File: src/rtl/portWdtPkg.sv
package portWdtPkg;
  localparam logic [7:0] CMD_PROBE    = 8'h30;
  localparam logic [7:0] CMD_INDIRECT = 8'h89;
  localparam logic [7:0] CMD_START    = 8'h28;
  localparam logic [7:0] CMD_STOP     = 8'h29;
  localparam logic [7:0] CMD_REFRESH  = 8'h2A;
  localparam logic [7:0] IDX_ARM_HI   = 8'h58;
  localparam logic [7:0] IDX_ARM_LO   = 8'h59;
  localparam logic [7:0] IDX_RST_HI   = 8'h5E;
  localparam logic [7:0] IDX_RST_LO   = 8'h5F;
  localparam logic [7:0] ID_VALUE     = 8'h95;

  typedef enum logic [1:0] {
    PH_STOPPED,
    PH_ARMING,
    PH_COUNTING,
    PH_FIRING
  } wdtPhase_t;

  typedef struct packed {
    logic       start;
    logic       stop;
    logic       refresh;
    logic       regWr;
    logic [7:0] regIdx;
    logic [7:0] regData;
  } wdtStrobes_t;
endpackage

File: src/rtl/portWdtCtrl.sv
module portWdtCtrl
  import portWdtPkg::*;
(
  input  logic        clk,
  input  logic        rstN,
  input  logic        busAddr,
  input  logic        busWr,
  input  logic        busRd,
  input  logic [7:0]  busWrData,
  output logic [7:0]  busRdData,
  output wdtStrobes_t strobes
);
  typedef enum logic [1:0] {DEC_IDLE, DEC_WAIT_IDX, DEC_WAIT_DATA} decState_t;

  decState_t  decState;
  logic [7:0] idxReg;
  logic       probeFlag;
  logic       cmdWr;
  logic       dataWr;
  logic       dataRd;

  assign cmdWr  = busWr && busAddr;
  assign dataWr = busWr && !busAddr;
  assign dataRd = busRd && !busAddr;

  // command decode: strobes are valid in the cycle the byte arrives
  always_comb begin
    strobes = '0;
    if (cmdWr) begin
      strobes.start   = (busWrData == CMD_START);
      strobes.stop    = (busWrData == CMD_STOP);
      strobes.refresh = (busWrData == CMD_REFRESH);
    end
    if (dataWr && decState == DEC_WAIT_DATA) begin
      strobes.regWr   = 1'b1;
      strobes.regIdx  = idxReg;
      strobes.regData = busWrData;
    end
  end

  always_ff @(posedge clk) begin
    if (!rstN) begin
      decState  <= DEC_IDLE;
      idxReg    <= '0;
      probeFlag <= 1'b0;
    end else begin
      if (cmdWr) begin
        // any command byte abandons a pending indirect write
        decState  <= (busWrData == CMD_INDIRECT) ? DEC_WAIT_IDX : DEC_IDLE;
        probeFlag <= (busWrData == CMD_PROBE);
      end else begin
        if (dataRd) probeFlag <= 1'b0;
        if (dataWr) begin
          case (decState)
            DEC_WAIT_IDX: begin
              idxReg   <= busWrData;
              decState <= DEC_WAIT_DATA;
            end
            DEC_WAIT_DATA: decState <= DEC_IDLE;
            default:       decState <= DEC_IDLE;
          endcase
        end
      end
    end
  end

  assign busRdData = (dataRd && probeFlag) ? ID_VALUE : 8'h00;
endmodule

File: src/rtl/portWdtDatapath.sv
module portWdtDatapath
  import portWdtPkg::*;
#(
  parameter int TICK_CYCLES       = 12_500_000,
  parameter int PULSE_CYCLES      = 16,
  parameter int DEFAULT_RST_TICKS = 600
) (
  input  logic        clk,
  input  logic        rstN,
  input  wdtStrobes_t strobes,
  output logic        sysReset,
  output wdtPhase_t   phase,
  output logic [15:0] rstDly
);
  localparam int DLY_W   = 16;
  localparam int TICK_W  = (TICK_CYCLES > 1) ? $clog2(TICK_CYCLES) : 1;
  localparam int PULSE_W = $clog2(PULSE_CYCLES + 1);
  localparam logic [TICK_W-1:0]  TICK_LAST  = TICK_W'(TICK_CYCLES - 1);
  localparam logic [PULSE_W-1:0] PULSE_LOAD = PULSE_W'(PULSE_CYCLES);

  logic [DLY_W-1:0]   armDly;
  logic [DLY_W-1:0]   dlyCnt;
  logic [TICK_W-1:0]  preCnt;
  logic [PULSE_W-1:0] pulseCnt;
  logic               running;
  logic               tick;
  logic               startAcc;
  logic               refreshAcc;

  // indirect register file: byte-wide writes into two 16-bit delays
  always_ff @(posedge clk) begin
    if (!rstN) begin
      armDly <= '0;
      rstDly <= DLY_W'(DEFAULT_RST_TICKS);
    end else if (strobes.regWr) begin
      case (strobes.regIdx)
        IDX_ARM_HI: armDly[15:8] <= strobes.regData;
        IDX_ARM_LO: armDly[7:0]  <= strobes.regData;
        IDX_RST_HI: rstDly[15:8] <= strobes.regData;
        IDX_RST_LO: rstDly[7:0]  <= strobes.regData;
        default: ;
      endcase
    end
  end

  assign running    = (phase == PH_ARMING) || (phase == PH_COUNTING);
  assign startAcc   = strobes.start && (phase == PH_STOPPED);
  assign refreshAcc = strobes.refresh && (phase == PH_COUNTING);
  assign tick       = running && (preCnt == TICK_LAST);

  // tick prescaler
  always_ff @(posedge clk) begin
    if (!rstN) preCnt <= '0;
    else if (startAcc || refreshAcc || !running || tick) preCnt <= '0;
    else preCnt <= preCnt + 1'b1;
  end

  // two-phase countdown and reset pulse
  always_ff @(posedge clk) begin
    if (!rstN) begin
      phase    <= PH_STOPPED;
      dlyCnt   <= '0;
      pulseCnt <= '0;
    end else begin
      case (phase)
        PH_STOPPED: begin
          if (strobes.start) begin
            if (armDly == '0) begin
              phase  <= PH_COUNTING;
              dlyCnt <= rstDly;
            end else begin
              phase  <= PH_ARMING;
              dlyCnt <= armDly;
            end
          end
        end
        PH_ARMING: begin
          if (strobes.stop) phase <= PH_STOPPED;
          else if (tick) begin
            if (dlyCnt <= DLY_W'(1)) begin
              phase  <= PH_COUNTING;
              dlyCnt <= rstDly;
            end else dlyCnt <= dlyCnt - 1'b1;
          end
        end
        PH_COUNTING: begin
          if (strobes.stop) phase <= PH_STOPPED;
          else if (strobes.refresh) dlyCnt <= rstDly;
          else if (tick) begin
            if (dlyCnt <= DLY_W'(1)) begin
              phase    <= PH_FIRING;
              pulseCnt <= PULSE_LOAD;
            end else dlyCnt <= dlyCnt - 1'b1;
          end
        end
        default: begin
          if (pulseCnt <= PULSE_W'(1)) phase <= PH_STOPPED;
          else pulseCnt <= pulseCnt - 1'b1;
        end
      endcase
    end
  end

  assign sysReset = (phase == PH_FIRING);
endmodule

File: src/rtl/portWatchdog.sv
module portWatchdog
  import portWdtPkg::*;
#(
  parameter int TICK_CYCLES       = 12_500_000,
  parameter int PULSE_CYCLES      = 16,
  parameter int DEFAULT_RST_TICKS = 600
) (
  input  logic       clk,
  input  logic       rstN,
  input  logic       busAddr,
  input  logic       busWr,
  input  logic       busRd,
  input  logic [7:0] busWrData,
  output logic [7:0] busRdData,
  output logic       sysReset
);
  wdtStrobes_t strobes;
  wdtPhase_t   phaseW;
  logic [15:0] rstDlyW;

  portWdtCtrl ctrl_i (
    .clk       (clk),
    .rstN      (rstN),
    .busAddr   (busAddr),
    .busWr     (busWr),
    .busRd     (busRd),
    .busWrData (busWrData),
    .busRdData (busRdData),
    .strobes   (strobes)
  );

  portWdtDatapath #(
    .TICK_CYCLES       (TICK_CYCLES),
    .PULSE_CYCLES      (PULSE_CYCLES),
    .DEFAULT_RST_TICKS (DEFAULT_RST_TICKS)
  ) dp_i (
    .clk      (clk),
    .rstN     (rstN),
    .strobes  (strobes),
    .sysReset (sysReset),
    .phase    (phaseW),
    .rstDly   (rstDlyW)
  );
endmodule

File: config.mk
export PLATFORM = sky130hd
export DESIGN_NAME = portWatchdog
export DESIGN_NICKNAME = d
export VERILOG_FILES = /design/src/rtl/portWdtPkg.sv /design/src/rtl/portWdtCtrl.sv /design/src/rtl/portWdtDatapath.sv /design/src/rtl/portWatchdog.sv
export SDC_FILE = /design/constraint.sdc
export NUM_CORES = 1
export LEC_CHECK = 0
export BUFFER_PORTS_ARGS = -buffer_cell sky130_fd_sc_hd__clkbuf_2
export CAP_MARGIN = 10
export CORE_ASPECT_RATIO = 0.75
export CORE_MARGIN = 2
export CORE_UTILIZATION = 54
export CTS_BUF_LIST = sky130_fd_sc_hd__clkbuf_4 sky130_fd_sc_hd__clkbuf_8
export DETAILED_ROUTE_END_ITERATION = 8
export GPL_TIMING_DRIVEN = 0
export PLACE_DENSITY = 0.7
export SYNTH_ARGS = -nofsm -noshare
export SYNTH_HDL_FRONTEND = slang
export SYNTH_SLANG_ARGS = --single-unit
File: constraint.sdc
create_clock -name clk -period 4 [get_ports clk]
set_input_delay 0.2 -clock clk [delete_from_list [all_inputs] [get_ports clk]]
set_output_delay 0.2 -clock clk [all_outputs]
set_load 0.005 [all_outputs]
==> impl_table.tex, run 1 <==
\begin{tabular}{lr}
\hline
Metric & Value \\
\hline
\multicolumn{2}{l}{\textbf{Synth}} \\
Number of flip-flops and latches in the synthesized netlist & 90 \\
Ys flop type & sky130\_fd\_sc\_hd\_\_dfxtp\_1 \\
Per-instance average area after synthesis & 8.358 µm² \\
Synthesized netlist cell count & 584 \\
Post-synthesis sequential area ratio & 0.3691 \\
Total of warnings raised by yosys & 0 \\
Netlist area before placement & 4881 µm² \\
EDFF count, synth & 0 \\
Count of different cell masters after synthesis & 74 \\
Fraction of registers with async set or reset after synthesis & 0 \\
\multicolumn{2}{l}{\textbf{Placement}} \\
Routability congestion estimate from global placement & 0.9392 \\
Dpl hpwl & 9.977 mm \\
Cell Count Post-Placement & 715 \\
PortBufs & 16 \\
Worst setup timing slack at the placement stage & about 0.86 ns \\
\multicolumn{2}{l}{\textbf{Timing}} \\
Final worst path period need & 3.129 ns \\
Number of hold violations in the final report & 0 \\
Post-route clock skew & 0.01398 ns \\
Setup WS post-layout & 0.8706 ns \\
Total count of max-transition violations in the final report & 0 \\
Highest clock frequency the design can meet & 0.3196 GHz \\
Endpoints failing setup & 0 \\
Setup repair after global routing missed its margin & no \\
Relative slew slack & 0.3546 \\
Total negative slack & 0 ns \\
Final period utilization & 0.7823 \\
Slew at the pin closest to its max-slew limit & 0.9437 ns \\
\multicolumn{2}{l}{\textbf{Power and ir drop}} \\
Max IR drop VDD & 0.2211 mV \\
Power per cell area & roughly 350 nW/µm² \\
Clock Power Share & 0.345 \\
Fraction of power consumed by sequential logic & 0.492 \\
Cell-internal power & $\sim$1300 µW \\
Switching share of power & 0.2836 \\
Power share of the combinational group & 0.163 \\
Static leakage power & $\sim$0.0020 µW \\
Switching component of the power & 526.2 µW \\
\multicolumn{2}{l}{\textbf{Drt}} \\
Total Routed Length & approximately 13 mm \\
Overall via count from detail\_route & 4520 \\
Detailed-route DRC error count & 0 \\
Average wire per standard cell & 17.86 µm \\
DRT antenna net count & 0 \\
DR pass1 iterations & 6 \\
Vias/cell & 6.192 \\
Number of DRC markers in iteration 0 & 400 \\
\multicolumn{2}{l}{\textbf{Clock network}} \\
Skew-Pair Late Insertion Delay & approximately 0.37 ns \\
Hold buffers post-CTS & 0 \\
Cells resized by post-CTS repair & 0 \\
CTS Sinks & 90 \\
Reg clk slew, reported paths & 0.09 ns \\
Inserted Clock Buffers & 9 \\
CTS H-Tree Depth & 3 \\
Number of post-CTS setup repair buffers & 0 \\
Root buffer selected by CTS & sky130\_fd\_sc\_hd\_\_clkbuf\_8 \\
Clock Tree Buf Depth & 2 \\
CTS tree & yes \\
\multicolumn{2}{l}{\textbf{Final layout}} \\
Antenna cell count & 0 \\
Fin cells & 730 \\
Area growth, synth to finish & 8.895\% \\
Most frequent standard cell in the layout excluding fill and tap cells & sky130\_fd\_sc\_hd\_\_dfxtp\_1 \\
Share of final-layout standard cells stronger than drive strength 1 & 0.1246 \\
Highest-count cells in the layout ignoring fill and taps & sky130\_fd\_sc\_hd\_\_dfxtp\_1 (90), sky130\_fd\_sc\_hd\_\_nor2\_1 (77), sky130\_fd\_sc\_hd\_\_nand2\_1 (56), sky130\_fd\_sc\_hd\_\_a21oi\_1 (28), sky130\_fd\_sc\_hd\_\_mux2i\_1 (23) \\
Number of nets in the layout & 636 \\
\multicolumn{2}{l}{\textbf{Floorplanning}} \\
Starting utilization of the core area & 0.5464 \\
Horizontal die dimension & 113.8 µm \\
Site Rows & 30 \\
I/O pin total & 22 \\
Die footprint & between 9000 and 10000 µm² \\
Core Region & $\sim$8900 µm² \\
Vertical die dimension & $\sim$86 µm \\
\multicolumn{2}{l}{\textbf{GRT}} \\
Antenna violations before repair & 0 \\
Number of global-route vias before repair & approximately 4200 \\
Global-route wire length before repair & 21.51 mm \\
GRT Overall Usage & 0.2798 \\
Total overflow reported by the global router & 0 \\
Pin count of the biggest net entering global routing & 15 \\
\multicolumn{2}{l}{\textbf{Worst setup path}} \\
Maximum fanout along the worst path & 10 \\
Most prevalent standard cell on the critical path & sky130\_fd\_sc\_hd\_\_clkbuf\_1 \\
Slowest stage cell on the critical path & sky130\_fd\_sc\_hd\_\_a2111oi\_0 \\
R2r startpoint & dp\_i.phase[0]\$\_SDFFE\_PN0P\_ \\
Critical path arrival & 3.43 ns \\
Classification of the worst setup path & reg -> reg \\
Cell family with most CP delay & simple AND/OR/NAND/NOR gates \\
Count of buffer and inverter cells on the critical path & 3 \\
Reg2Reg Setup Slack & approximately 0.87 ns \\
Launching element of the worst setup path & dp\_i.phase[0]\$\_SDFFE\_PN0P\_ \\
Element type at the critical path start & flip-flop \\
Endpoint class of the critical path & flip-flop \\
Worst EP required & roughly 4.3 ns \\
Slowest stage delay, CP & 0.85 ns \\
Sequence of cells on the critical path & inv\_1, ha\_1, clkbuf\_1, nand3b\_1, nor4\_1, and3\_1, a2111oi\_0, nand2\_1, clkbuf\_1, nor2\_1 \\
\multicolumn{2}{l}{\textbf{Min path}} \\
Hold Path Class & in -> reg \\
Worst Hold Launch & busRd \\
\multicolumn{2}{l}{\textbf{Job}} \\
Max Cap Viol & 0 \\
\multicolumn{2}{l}{\textbf{Status}} \\
Result of the run & finished, final reports clean \\
\hline
\end{tabular}
cell families (layout without fill, tap and decap cells):
| kind of cell | count (synthesis) | in the layout | synth area share |
|---|---|---|---|
| AOI/OAI and AO/OA | 118 | 118 | 0.1712 |
| xor gates and xnor gates | 28 | 28 | 0.05024 |
| adders and majority gates | 9 | 9 | 0.02307 |
| buffers and inverters | 55 | 86 | 0.05768 |
| DFF | 90 | 90 | 0.3691 |
| muxes | 26 | 26 | 0.05409 |
| other | 1 | 4 | 0.0007683 |
| and+or+nand+nor | 257 | 257 | 0.2738 |
metal layers:
layer	track usage	vias up	share of wire
li1	-	2180	-
met1	0.4182	2133	0.50
met2	0.3985	188	0.41
met3	0.07203	19	0.083
met4	0.07650	0	0.012
met5	0	-	0
worst register-to-register path: stages (launching register included):
cell and delay, ns:
sky130_fd_sc_hd__dfxtp_1 0.39, sky130_fd_sc_hd__inv_1 0.08, sky130_fd_sc_hd__ha_1 0.29, sky130_fd_sc_hd__clkbuf_1 0.21, sky130_fd_sc_hd__nand3b_1 0.16, sky130_fd_sc_hd__nor4_1 0.07, sky130_fd_sc_hd__and3_1 0.24, sky130_fd_sc_hd__a2111oi_0 0.85
sky130_fd_sc_hd__nand2_1 0.31, sky130_fd_sc_hd__clkbuf_1 0.30, sky130_fd_sc_hd__nor2_1 0.17
through the flow:
stage	power, µW	instance area [µm²]	hold WS [ns]	utilization
floorplan	1143	4892	0.3475	-
finish	1856	5315	0.1298	0.5950
detailed placement	1226	5112	0.4475	0.5723
global route	1932	5315	0.1530	0.5950
CTS	1860	5315	0.1182	0.5950
global placement	1226	5112	0.4427	0.5723
registers in the layout, indices dropped and copies added, names as in the netlist:
name,count
ctrl_i.idxReg,8
dp_i.preCnt,24
dp_i.rstDly,16
dp_i.armDly,16
dp_i.phase,2
dp_i.dlyCnt,16
ctrl_i.probeFlag,1
ctrl_i.decState,2
dp_i.pulseCnt,5
power by group through the flow:
stage | combinational [µW] | sequential, µW | clock (µW)
after CTS | 293 | 913 | 653
after global placement | 292 | 934 | 0
final | 302 | 914 | 640
after global routing | 328 | 916 | 688
after floorplan | 211 | 932 | 0
after detailed placement | 291 | 935 | 0
cells in the mapped netlist, types with 6 or more instances:
library cell,instances,area share
sky130_fd_sc_hd__a211oi_1,8,0.012
sky130_fd_sc_hd__a21oi_1,28,0.029
sky130_fd_sc_hd__and2_1,6,0.0077
sky130_fd_sc_hd__buf_4,10,0.015
sky130_fd_sc_hd__clkbuf_1,21,0.016
sky130_fd_sc_hd__dfxtp_1,90,0.37
sky130_fd_sc_hd__ha_1,9,0.023
sky130_fd_sc_hd__inv_1,17,0.013
sky130_fd_sc_hd__mux2i_1,23,0.047
sky130_fd_sc_hd__nand2_1,56,0.043
sky130_fd_sc_hd__nand3_1,21,0.022
sky130_fd_sc_hd__nand4_1,13,0.017
sky130_fd_sc_hd__nor2_1,77,0.059
sky130_fd_sc_hd__nor3_1,12,0.012
sky130_fd_sc_hd__nor4_1,13,0.017
sky130_fd_sc_hd__o211ai_1,9,0.014
sky130_fd_sc_hd__o21ai_0,6,0.0062
sky130_fd_sc_hd__o21ai_1,15,0.015
sky130_fd_sc_hd__o311ai_0,7,0.013
sky130_fd_sc_hd__or2_2,9,0.012
sky130_fd_sc_hd__or4_1,6,0.0092
sky130_fd_sc_hd__xnor2_1,10,0.018
sky130_fd_sc_hd__xor2_1,18,0.032
layout make-up:
type,instances,area (µm²)
repair buffers,16,80.08
plain buffers,38,217.7
inverters,17,63.81
clock buffers,11,151.4
flip-flops and latches,90,1802
clock inverters,4,51.30
fillers,825,3618
multi-input cells,442,2809
well taps,112,140.1
path summary, 6_finish.rpt:
kind / end / depth (start not counted)
max: dp_i.preCnt[23]$_SDFF_PP0_ / 10
min: ctrl_i.probeFlag$_SDFFE_PN0P_ / 4
max reg2reg: dp_i.preCnt[23]$_SDFF_PP0_ / 10
min reg2reg: ctrl_i.probeFlag$_SDFFE_PN0P_ / 2
No activity file was read; power rests on OpenSTA's default activity.
==> run 2: changes to the inputs <==
- ABC_AREA: not set -> 1
- clock period: 4 -> 2.95 ns (I/O delays scaled with it)
==> impl_table.tex, run 2 <==
\begin{tabular}{lr}
\hline
Metric & Value \\
\hline
\multicolumn{2}{l}{\textbf{Synth}} \\
Count of different cell masters after synthesis & 46 (-38\%) \\
Ys flop type & sky130\_fd\_sc\_hd\_\_dfxtp\_1 \\
Total of warnings raised by yosys & 0 (unchanged) \\
Top cells by area in the synthesized netlist & sky130\_fd\_sc\_hd\_\_dfxtp\_1 (34\%), sky130\_fd\_sc\_hd\_\_nand2\_1 (12\%), sky130\_fd\_sc\_hd\_\_nor2\_1 (6.7\%) \\
Netlist area before placement & 5265 µm² (+7.9\%) \\
Leading cell type by number of instances after synthesis & sky130\_fd\_sc\_hd\_\_nand2\_1 \\
Dominant cell type by area after synthesis & sky130\_fd\_sc\_hd\_\_dfxtp\_1 \\
Per-instance average area after synthesis & 6.750 µm² (-19\%) \\
Fraction of registers with async set or reset after synthesis & 0 (unchanged) \\
Synthesized netlist cell count & 780 (+34\%) \\
Number of flip-flops and latches in the synthesized netlist & 90 (unchanged) \\
Yosys top cell area share & 0.3422 (-0.02693) \\
EDFF count, synth & 0 (unchanged) \\
Post-synthesis sequential area ratio & 0.3422 (-0.02693) \\
Synth top cells by count & sky130\_fd\_sc\_hd\_\_nand2\_1 (172), sky130\_fd\_sc\_hd\_\_nor2\_1 (94), sky130\_fd\_sc\_hd\_\_inv\_1 (93) \\
\multicolumn{2}{l}{\textbf{GRT}} \\
Pin count of the biggest net entering global routing & 17 (+2) \\
Global-route wire length before repair & 21.27 mm (-1.1\%) \\
GRT Overall Usage & 0.2543 (-0.02546) \\
Number of global-route vias before repair & 4386 (+4.0\%) \\
Antenna violations before repair & 0 (unchanged) \\
Total overflow reported by the global router & 0 (unchanged) \\
\multicolumn{2}{l}{\textbf{Power and ir drop}} \\
Power per cell area & 718.4 nW/µm² (+110\%) \\
Static leakage power & 0.002355 µW (+19\%) \\
Max IR drop VDD & 0.2923 mV (+32\%) \\
\multicolumn{2}{l}{\textbf{Timing}} \\
Total negative slack & 0 ns (unchanged) \\
Worst hold margin & 0.04311 ns (-0.08670 ns) \\
Slew at the pin closest to its max-slew limit & 1.253 ns (+0.3092 ns) \\
Setup repair after global routing missed its margin & no \\
Endpoints failing setup & 0 (unchanged) \\
Final worst path period need & 2.256 ns (-0.8738 ns) \\
Post-route clock skew & 0.006824 ns (-0.007158 ns) \\
Relative slew slack & 0.1570 (-0.1976) \\
Number of hold violations in the final report & 0 (unchanged) \\
Total count of max-transition violations in the final report & 0 (unchanged) \\
Highest clock frequency the design can meet & 0.4433 GHz (+39\%) \\
Final period utilization & 0.7646 (-0.01773) \\
\multicolumn{2}{l}{\textbf{Clock network}} \\
Inserted Clock Buffers & 9 (unchanged) \\
Skew-Pair Late Insertion Delay & 0.37 ns (about the same) \\
Root buffer selected by CTS & sky130\_fd\_sc\_hd\_\_clkbuf\_8 \\
Number of post-CTS setup repair buffers & 0 (unchanged) \\
Reg clk slew, reported paths & 0.09 ns (about the same) \\
CTS Sinks & 90 (unchanged) \\
Clock Tree Buf Depth & 2 (unchanged) \\
Hold buffers post-CTS & 0 (unchanged) \\
CTS tree & yes \\
CTS H-Tree Depth & 3 (unchanged) \\
Cells resized by post-CTS repair & 0 (unchanged) \\
\multicolumn{2}{l}{\textbf{Worst setup path}} \\
Sequence of cells on the critical path & inv\_1, ha\_1, buf\_4, nand2\_1, nor2\_1, nand2\_1, nor2\_2, a21oi\_1, o21ai\_0, nor2\_2, inv\_2, buf\_2, a21oi\_1 \\
Reg2Reg Setup Slack & 0.69 ns (-0.18 ns) \\
R2r startpoint & dp\_i.phase[0]\$\_SDFFE\_PN0P\_ \\
Worst EP required & 3.25 ns (-1.05 ns) \\
Slowest stage cell on the critical path & sky130\_fd\_sc\_hd\_\_dfxtp\_1 \\
Classification of the worst setup path & reg -> reg \\
Endpoint class of the critical path & flip-flop \\
Cell family with most CP delay & buffers and inverters \\
Cell depth of the worst flop-to-flop path & 13 (+3) \\
Element type at the critical path start & flip-flop \\
Critical path arrival & 2.56 ns (-0.87 ns) \\
Count of buffer and inverter cells on the critical path & 4 (+1) \\
Maximum fanout along the worst path & 10 (unchanged) \\
R2R Path End & dp\_i.preCnt[10]\$\_SDFF\_PP0\_ \\
Slowest stage delay, CP & 0.39 ns (-0.46 ns) \\
\multicolumn{2}{l}{\textbf{Final layout}} \\
Area growth, synth to finish & 8.484\% \\
Fin cells & 948 (+30\%) \\
Most frequent standard cell in the layout excluding fill and tap cells & sky130\_fd\_sc\_hd\_\_nand2\_1 \\
Fill cell instance count of the final layout & 925 (+12\%) \\
Multi-input gate area & 2925 µm² (+4.1\%) \\
Antenna cell count & 0 (unchanged) \\
FF+latch area & 1802 µm² (unchanged) \\
Share of final-layout standard cells stronger than drive strength 1 & 0.1446 (+0.02001) \\
Flip-flop count of the largest register, all copies and words added & 24 (unchanged) \\
Highest-count cells in the layout ignoring fill and taps & sky130\_fd\_sc\_hd\_\_nand2\_1 (172), sky130\_fd\_sc\_hd\_\_nor2\_1 (94), sky130\_fd\_sc\_hd\_\_inv\_1 (93), sky130\_fd\_sc\_hd\_\_dfxtp\_1 (90), sky130\_fd\_sc\_hd\_\_nand3\_1 (66) \\
Number of nets in the layout & 833 (+31\%) \\
Register with the most flip-flops & dp\_i.preCnt \\
\multicolumn{2}{l}{\textbf{Floorplanning}} \\
Core Region & 9580 µm² (+7.2\%) \\
I/O pin total & 22 (unchanged) \\
Horizontal die dimension & 118.0 µm (+3.7\%) \\
Starting utilization of the core area & 0.5496 (+0.003204) \\
Die footprint & 10560 µm² (+7.5\%) \\
Site Rows & 31 (+3.3\%) \\
Vertical die dimension & 89.52 µm (+3.7\%) \\
\multicolumn{2}{l}{\textbf{Status}} \\
Result of the run & finished, final reports clean \\
\multicolumn{2}{l}{\textbf{Drt}} \\
DR pass1 iterations & 5 (-1) \\
Number of DRC markers in iteration 0 & 445 (+11\%) \\
Average wire per standard cell & 13.70 µm (-23\%) \\
DRT antenna net count & 0 (unchanged) \\
Overall via count from detail\_route & 5038 (+11\%) \\
Detailed-route DRC error count & 0 (unchanged) \\
Total Routed Length & 12.99 mm (-0.39\%) \\
Vias/cell & 5.314 (-14\%) \\
\multicolumn{2}{l}{\textbf{Placement}} \\
PortBufs & 17 (+1) \\
Cell Count Post-Placement & 932 (+30\%) \\
Routability congestion estimate from global placement & 0.9222 (-1.8\%) \\
Dpl hpwl & 10.14 mm (+1.6\%) \\
\multicolumn{2}{l}{\textbf{Min path}} \\
Worst Hold Path Cells & 3 (-1) \\
Hold Path Class & in -> reg \\
Worst Hold Launch & busWrData[3] \\
End of the worst hold path & ctrl\_i.idxReg[3]\$\_SDFFE\_PN0P\_ \\
\multicolumn{2}{l}{\textbf{Job}} \\
Max Cap Viol & 0 (unchanged) \\
\hline
\end{tabular}
==> run 2: changes by cell type after synthesis, sizes merged, moves of 8 or more <==
cell and change:
a21oi +43, clkbuf -16, inv +82, mux2i -23, nand2 +123, nand3 +57, nor2 +29, nor4 -10
o21ai +35, xnor2 -8, xor2 -11
==> run 2: where the power goes <==
| part | internal, µW | switching, µW |
|---|---|---|
| Sequential | 1310 | 99.2 |
| Combinational | 651 | 1230 |
| Clock | 338 | 473 |
==> run 2: stage by stage <==
stage | setup WS (ns) | cell area, µm² | utilization | total power, µW
after global routing | 0.4767 | 5712 | 0.5962 | 4424
after global placement | 0.7668 | 5527 | 0.5769 | 3228
final | 0.6944 | 5712 | 0.5962 | 4103
after floorplan | 1.062 | 5276 | - | 2874
after detailed placement | 0.7154 | 5527 | 0.5769 | 3273
after CTS | 0.6928 | 5712 | 0.5962 | 4092
==> run 2: final cells by class <==
| class | instances | share of cell area |
|---|---|---|
| sequential | 90 | 0.3154 |
| buffer | 26 | 0.02957 |
| tap | 132 | 0.02892 |
| multi-input combinational | 567 | 0.5122 |
| timing repair buffer | 17 | 0.01490 |
| clock inverter | 6 | 0.008324 |
| clock buffer | 10 | 0.02410 |
| inverter | 100 | 0.06659 |
==> run 2: worst max-delay path by stage <==
stage / start / endpoint / cells after the start
after CTS: dp_i.phase[0]$_SDFFE_PN0P_ / dp_i.preCnt[3]$_SDFF_PP0_ / 13
after global routing: dp_i.phase[1]$_SDFFE_PN0P_ / dp_i.preCnt[3]$_SDFF_PP0_ / 13
after global placement: dp_i.phase[0]$_SDFFE_PN0P_ / dp_i.preCnt[3]$_SDFF_PP0_ / 13
final: dp_i.phase[0]$_SDFFE_PN0P_ / dp_i.preCnt[10]$_SDFF_PP0_ / 13
after floorplan: dp_i.phase[0]$_SDFFE_PN0P_ / dp_i.dlyCnt[6]$_SDFFE_PN0P_ / 14
after detailed placement: dp_i.phase[0]$_SDFFE_PN0P_ / dp_i.preCnt[3]$_SDFF_PP0_ / 13
==> run 2: routing by layer <==
metal,track usage,vias to the layer above,share of wire
met5,0,-,0
met4,0.05476,0,0.0085
met3,0.04911,10,0.059
met2,0.3869,151,0.40
met1,0.3753,2291,0.53
li1,-,2586,-
==> run 2: kinds of logic (layout without fill, tap and decap cells) <==
group / count (synthesis) / after routing / share of synthesized area
AND/OR/NAND/NOR: 407 / 407 / 0.3664
other: 1 / 4 / 0.0007122
buffers and inverters: 126 / 159 / 0.1043
adder cells (fa/ha/maj): 9 / 9 / 0.02139
AO/OA/AOI/OAI: 138 / 138 / 0.1500
XOR/XNOR: 9 / 9 / 0.01497
flip-flops: 90 / 90 / 0.3422
==> run 2: worst register-to-register path: cells and delay by family (launching register included) <==
family | cells | cell delay (ns)
DFF | 1 | 0.39
AOI/OAI and AO/OA | 3 | 0.34
adders and majority gates | 1 | 0.29
buffers and inverters | 4 | 0.65
and+or+nand+nor | 5 | 0.53
==> run 3: changes to the inputs <==
- clock period: 2.95 -> 2.12 ns (I/O delays scaled with it)
==> impl_table.tex, run 3 (synthesis gave the netlist of run 2 again) <==
\begin{tabular}{lr}
\hline
Metric & Value \\
\hline
\multicolumn{2}{l}{\textbf{Drt}} \\
DR pass1 iterations & 5 (unchanged) \\
Detailed-route DRC error count & 0 (unchanged) \\
Number of DRC markers in iteration 0 & 463 (+4.0\%) \\
Vias/cell & 5.311 (about the same) \\
Average wire per standard cell & 13.86 µm (+1.2\%) \\
DRT antenna net count & 0 (unchanged) \\
Overall via count from detail\_route & 5120 (+1.6\%) \\
Total Routed Length & 13.37 mm (+2.9\%) \\
\multicolumn{2}{l}{\textbf{Final layout}} \\
Register with the most flip-flops & dp\_i.preCnt \\
Antenna cell count & 0 (unchanged) \\
Share of final-layout standard cells stronger than drive strength 1 & 0.1803 (+0.03568) \\
Highest-count cells in the layout ignoring fill and taps & sky130\_fd\_sc\_hd\_\_nand2\_1 (169), sky130\_fd\_sc\_hd\_\_nor2\_1 (91), sky130\_fd\_sc\_hd\_\_inv\_1 (89), sky130\_fd\_sc\_hd\_\_dfxtp\_1 (88), sky130\_fd\_sc\_hd\_\_nand3\_1 (65) \\
Fill cell instance count of the final layout & 896 (-3.1\%) \\
Flip-flop count of the largest register, all copies and words added & 24 (unchanged) \\
Area growth, synth to finish & 13.83\% \\
Share of the core filled with cells in the final layout & 0.6256 (+0.02938) \\
Most frequent standard cell in the layout excluding fill and tap cells & sky130\_fd\_sc\_hd\_\_nand2\_1 \\
Number of nets in the layout & 849 (+1.9\%) \\
\multicolumn{2}{l}{\textbf{Worst setup path}} \\
Endpoint class of the critical path & flip-flop \\
Maximum fanout along the worst path & 5 (-5) \\
Crit path to & dp\_i.dlyCnt[5]\$\_SDFFE\_PN0P\_ \\
Cell depth of the worst flop-to-flop path & 15 (+2) \\
Sequence of cells on the critical path & inv\_2, ha\_4, buf\_6, nand2\_2, nor2\_1, nand2\_1, nor2\_2, nand3\_2, nand2\_4, nand2\_8, nor2\_8, buf\_12, buf\_16, nand3\_4, a21oi\_2 \\
Slowest stage delay, CP & 0.35 ns (-0.04 ns) \\
Launching element of the worst setup path & dp\_i.phase[1]\$\_SDFFE\_PN0P\_ \\
Classification of the worst setup path & reg -> reg \\
Critical path arrival & 2.31 ns (-0.25 ns) \\
Slowest stage cell on the critical path & sky130\_fd\_sc\_hd\_\_dfxtp\_2 \\
Reg2Reg Setup Slack & 0.11 ns (-0.59 ns) \\
Element type at the critical path start & flip-flop \\
Worst EP required & 2.42 ns (-0.83 ns) \\
R2r startpoint & dp\_i.phase[1]\$\_SDFFE\_PN0P\_ \\
R2R Path End & dp\_i.dlyCnt[5]\$\_SDFFE\_PN0P\_ \\
\multicolumn{2}{l}{\textbf{Clock network}} \\
Root buffer selected by CTS & sky130\_fd\_sc\_hd\_\_clkbuf\_8 \\
Reg clk slew, reported paths & 0.09 ns (about the same) \\
CTS tree & yes \\
Skew-Pair Late Insertion Delay & 0.37 ns (about the same) \\
CTS Sinks & 90 (unchanged) \\
Clock Tree Buf Depth & 2 (unchanged) \\
Inserted Clock Buffers & 9 (unchanged) \\
CTS H-Tree Depth & 3 (unchanged) \\
\multicolumn{2}{l}{\textbf{Power and ir drop}} \\
Post-layout total power & 6063 µW (+48\%) \\
Power per cell area & 1012 nW/µm² (+41\%) \\
Static leakage power & 0.002451 µW (+4.1\%) \\
Max IR drop VDD & 0.4155 mV (+42\%) \\
\multicolumn{2}{l}{\textbf{GRT}} \\
GRT Overall Usage & 0.2578 (+0.003456) \\
Antenna violations before repair & 0 (unchanged) \\
Pin count of the biggest net entering global routing & 17 (unchanged) \\
Global-route wire length before repair & 21.62 mm (+1.7\%) \\
Total overflow reported by the global router & 0 (unchanged) \\
Number of global-route vias before repair & 4471 (+1.9\%) \\
\multicolumn{2}{l}{\textbf{Placement}} \\
Dpl hpwl & 10.14 mm (unchanged) \\
PortBufs & 17 (unchanged) \\
Worst setup timing slack at the placement stage & -0.1146 ns (-0.8300 ns) \\
Routability congestion estimate from global placement & 0.9222 (unchanged) \\
\multicolumn{2}{l}{\textbf{Timing}} \\
Relative slew slack & 0.4202 (+0.2632) \\
Final worst path period need & 2.012 ns (-0.2437 ns) \\
Number of hold violations in the final report & 0 (unchanged) \\
Setup WS post-layout & 0.1081 ns (-0.5863 ns) \\
Total count of max-transition violations in the final report & 0 (unchanged) \\
Endpoints failing setup & 0 (unchanged) \\
Highest clock frequency the design can meet & 0.4970 GHz (+12\%) \\
Post-route clock skew & 0.006495 ns (-0.0003295 ns) \\
Final period utilization & 0.9490 (+0.1844) \\
Slew at the pin closest to its max-slew limit & 0.8696 ns (-0.3833 ns) \\
\multicolumn{2}{l}{\textbf{Floorplanning}} \\
Die footprint & 10560 µm² (unchanged) \\
Horizontal die dimension & 118.0 µm (unchanged) \\
Vertical die dimension & 89.52 µm (unchanged) \\
Core Region & 9580 µm² (unchanged) \\
Starting utilization of the core area & 0.5496 (unchanged) \\
Site Rows & 31 (unchanged) \\
I/O pin total & 22 (unchanged) \\
\multicolumn{2}{l}{\textbf{Min path}} \\
Hold Path Class & in -> reg \\
\multicolumn{2}{l}{\textbf{Status}} \\
Result of the run & finished, final reports clean \\
\multicolumn{2}{l}{\textbf{Job}} \\
Max Cap Viol & 0 (unchanged) \\
\hline
\end{tabular}
run 3: changes by cell type in the layout (fill, tap and decap cells not counted), moves of 3 or more:
cell                            previous run  this run
sky130_fd_sc_hd__ha_1                      9         6
sky130_fd_sc_hd__nand3_2                  12         9
sky130_fd_sc_hd__inv_2                     4         8
sky130_fd_sc_hd__nor2_1                   94        91
sky130_fd_sc_hd__nand3_4                   1         5
sky130_fd_sc_hd__inv_1                    93        89
sky130_fd_sc_hd__nand2_1                 172       169
sky130_fd_sc_hd__dlygate4sd3_1             0         3
sky130_fd_sc_hd__buf_4                    11        23
run 3: worst min path at each step:
stage | from | cells after the start | end | slack [ns]
after global routing | busWrData[2] | 3 | ctrl_i.idxReg[2]$_SDFFE_PN0P_ | 0.03
after floorplan | busWrData[0] | 2 | ctrl_i.idxReg[0]$_SDFFE_PN0P_ | 0.25
final | busWrData[6] | 3 | ctrl_i.idxReg[6]$_SDFFE_PN0P_ | 0.02
after global placement | busWrData[3] | 3 | ctrl_i.idxReg[3]$_SDFFE_PN0P_ | 0.39
after CTS | busWrData[2] | 3 | ctrl_i.idxReg[2]$_SDFFE_PN0P_ | 0.003
after detailed placement | busWrData[3] | 3 | ctrl_i.idxReg[3]$_SDFFE_PN0P_ | 0.39
run 3: final cells by class:
| cell class | count | area (µm²) | area share |
|---|---|---|---|
| well taps | 132 | 165.2 | 0.02756 |
| repair buffers | 35 | 264.0 | 0.04405 |
| multi-input cells | 567 | 3040 | 0.5073 |
| inverters | 100 | 380.4 | 0.06347 |
| plain buffers | 24 | 153.9 | 0.02568 |
| clock inverters | 6 | 47.55 | 0.007933 |
| clock buffers | 10 | 137.6 | 0.02296 |
| flip-flops and latches | 90 | 1804 | 0.3010 |
run 3: what timing repair did:
action | CTS | global route
pin swaps | 3 | 9
buffers inserted | 8 | 6
hold buffers | 3 | 0
endpoints found under the hold margin | 3 | 0
gates cloned | 1 | 0
setup endpoints to repair | 28 | 35
resized for setup | 6 | 28
run 3: stage by stage:
step / cells / setup TNS [ns] / area, µm² / hold WS [ns]
final: 964 / 0 / 5993 / 0.01944
after global routing: 964 / -0.01638 / 5993 / 0.02676
after CTS: 960 / 0 / 5848 / 0.002881
after detailed placement: 932 / -1.393 / 5527 / 0.3925
after global placement: 932 / -0.5155 / 5527 / 0.3890
after floorplan: 783 / 0 / 5276 / 0.2546
run 3: worst max-delay path: cells and delay by family (launching register included):
family / cells / cell delay (ns)
AO/OA/AOI/OAI: 1 / 0.12
AND/OR/NAND/NOR: 9 / 0.83
adder cells (fa/ha/maj): 1 / 0.26
buffers and inverters: 4 / 0.36
flip-flops: 1 / 0.35
run 3: power by group:
part           total [µW]  leakage, µW  switching (µW)  internal [µW]
Sequential           1970     0.000727             137           1830
Clock                1120    0.0000937             654            471
Combinational        2970      0.00163            1850           1120
Total                6060      0.00245            2640           3420
run 3: layer usage:
metal  up-vias  routed length [µm]  global-route usage
met2       146                5577              0.3953
met3         9                 760             0.04974
met4         0                 111             0.05586
met5         -                   0                   0
met1      2346                6916              0.3779
li1       2619                   -                   -
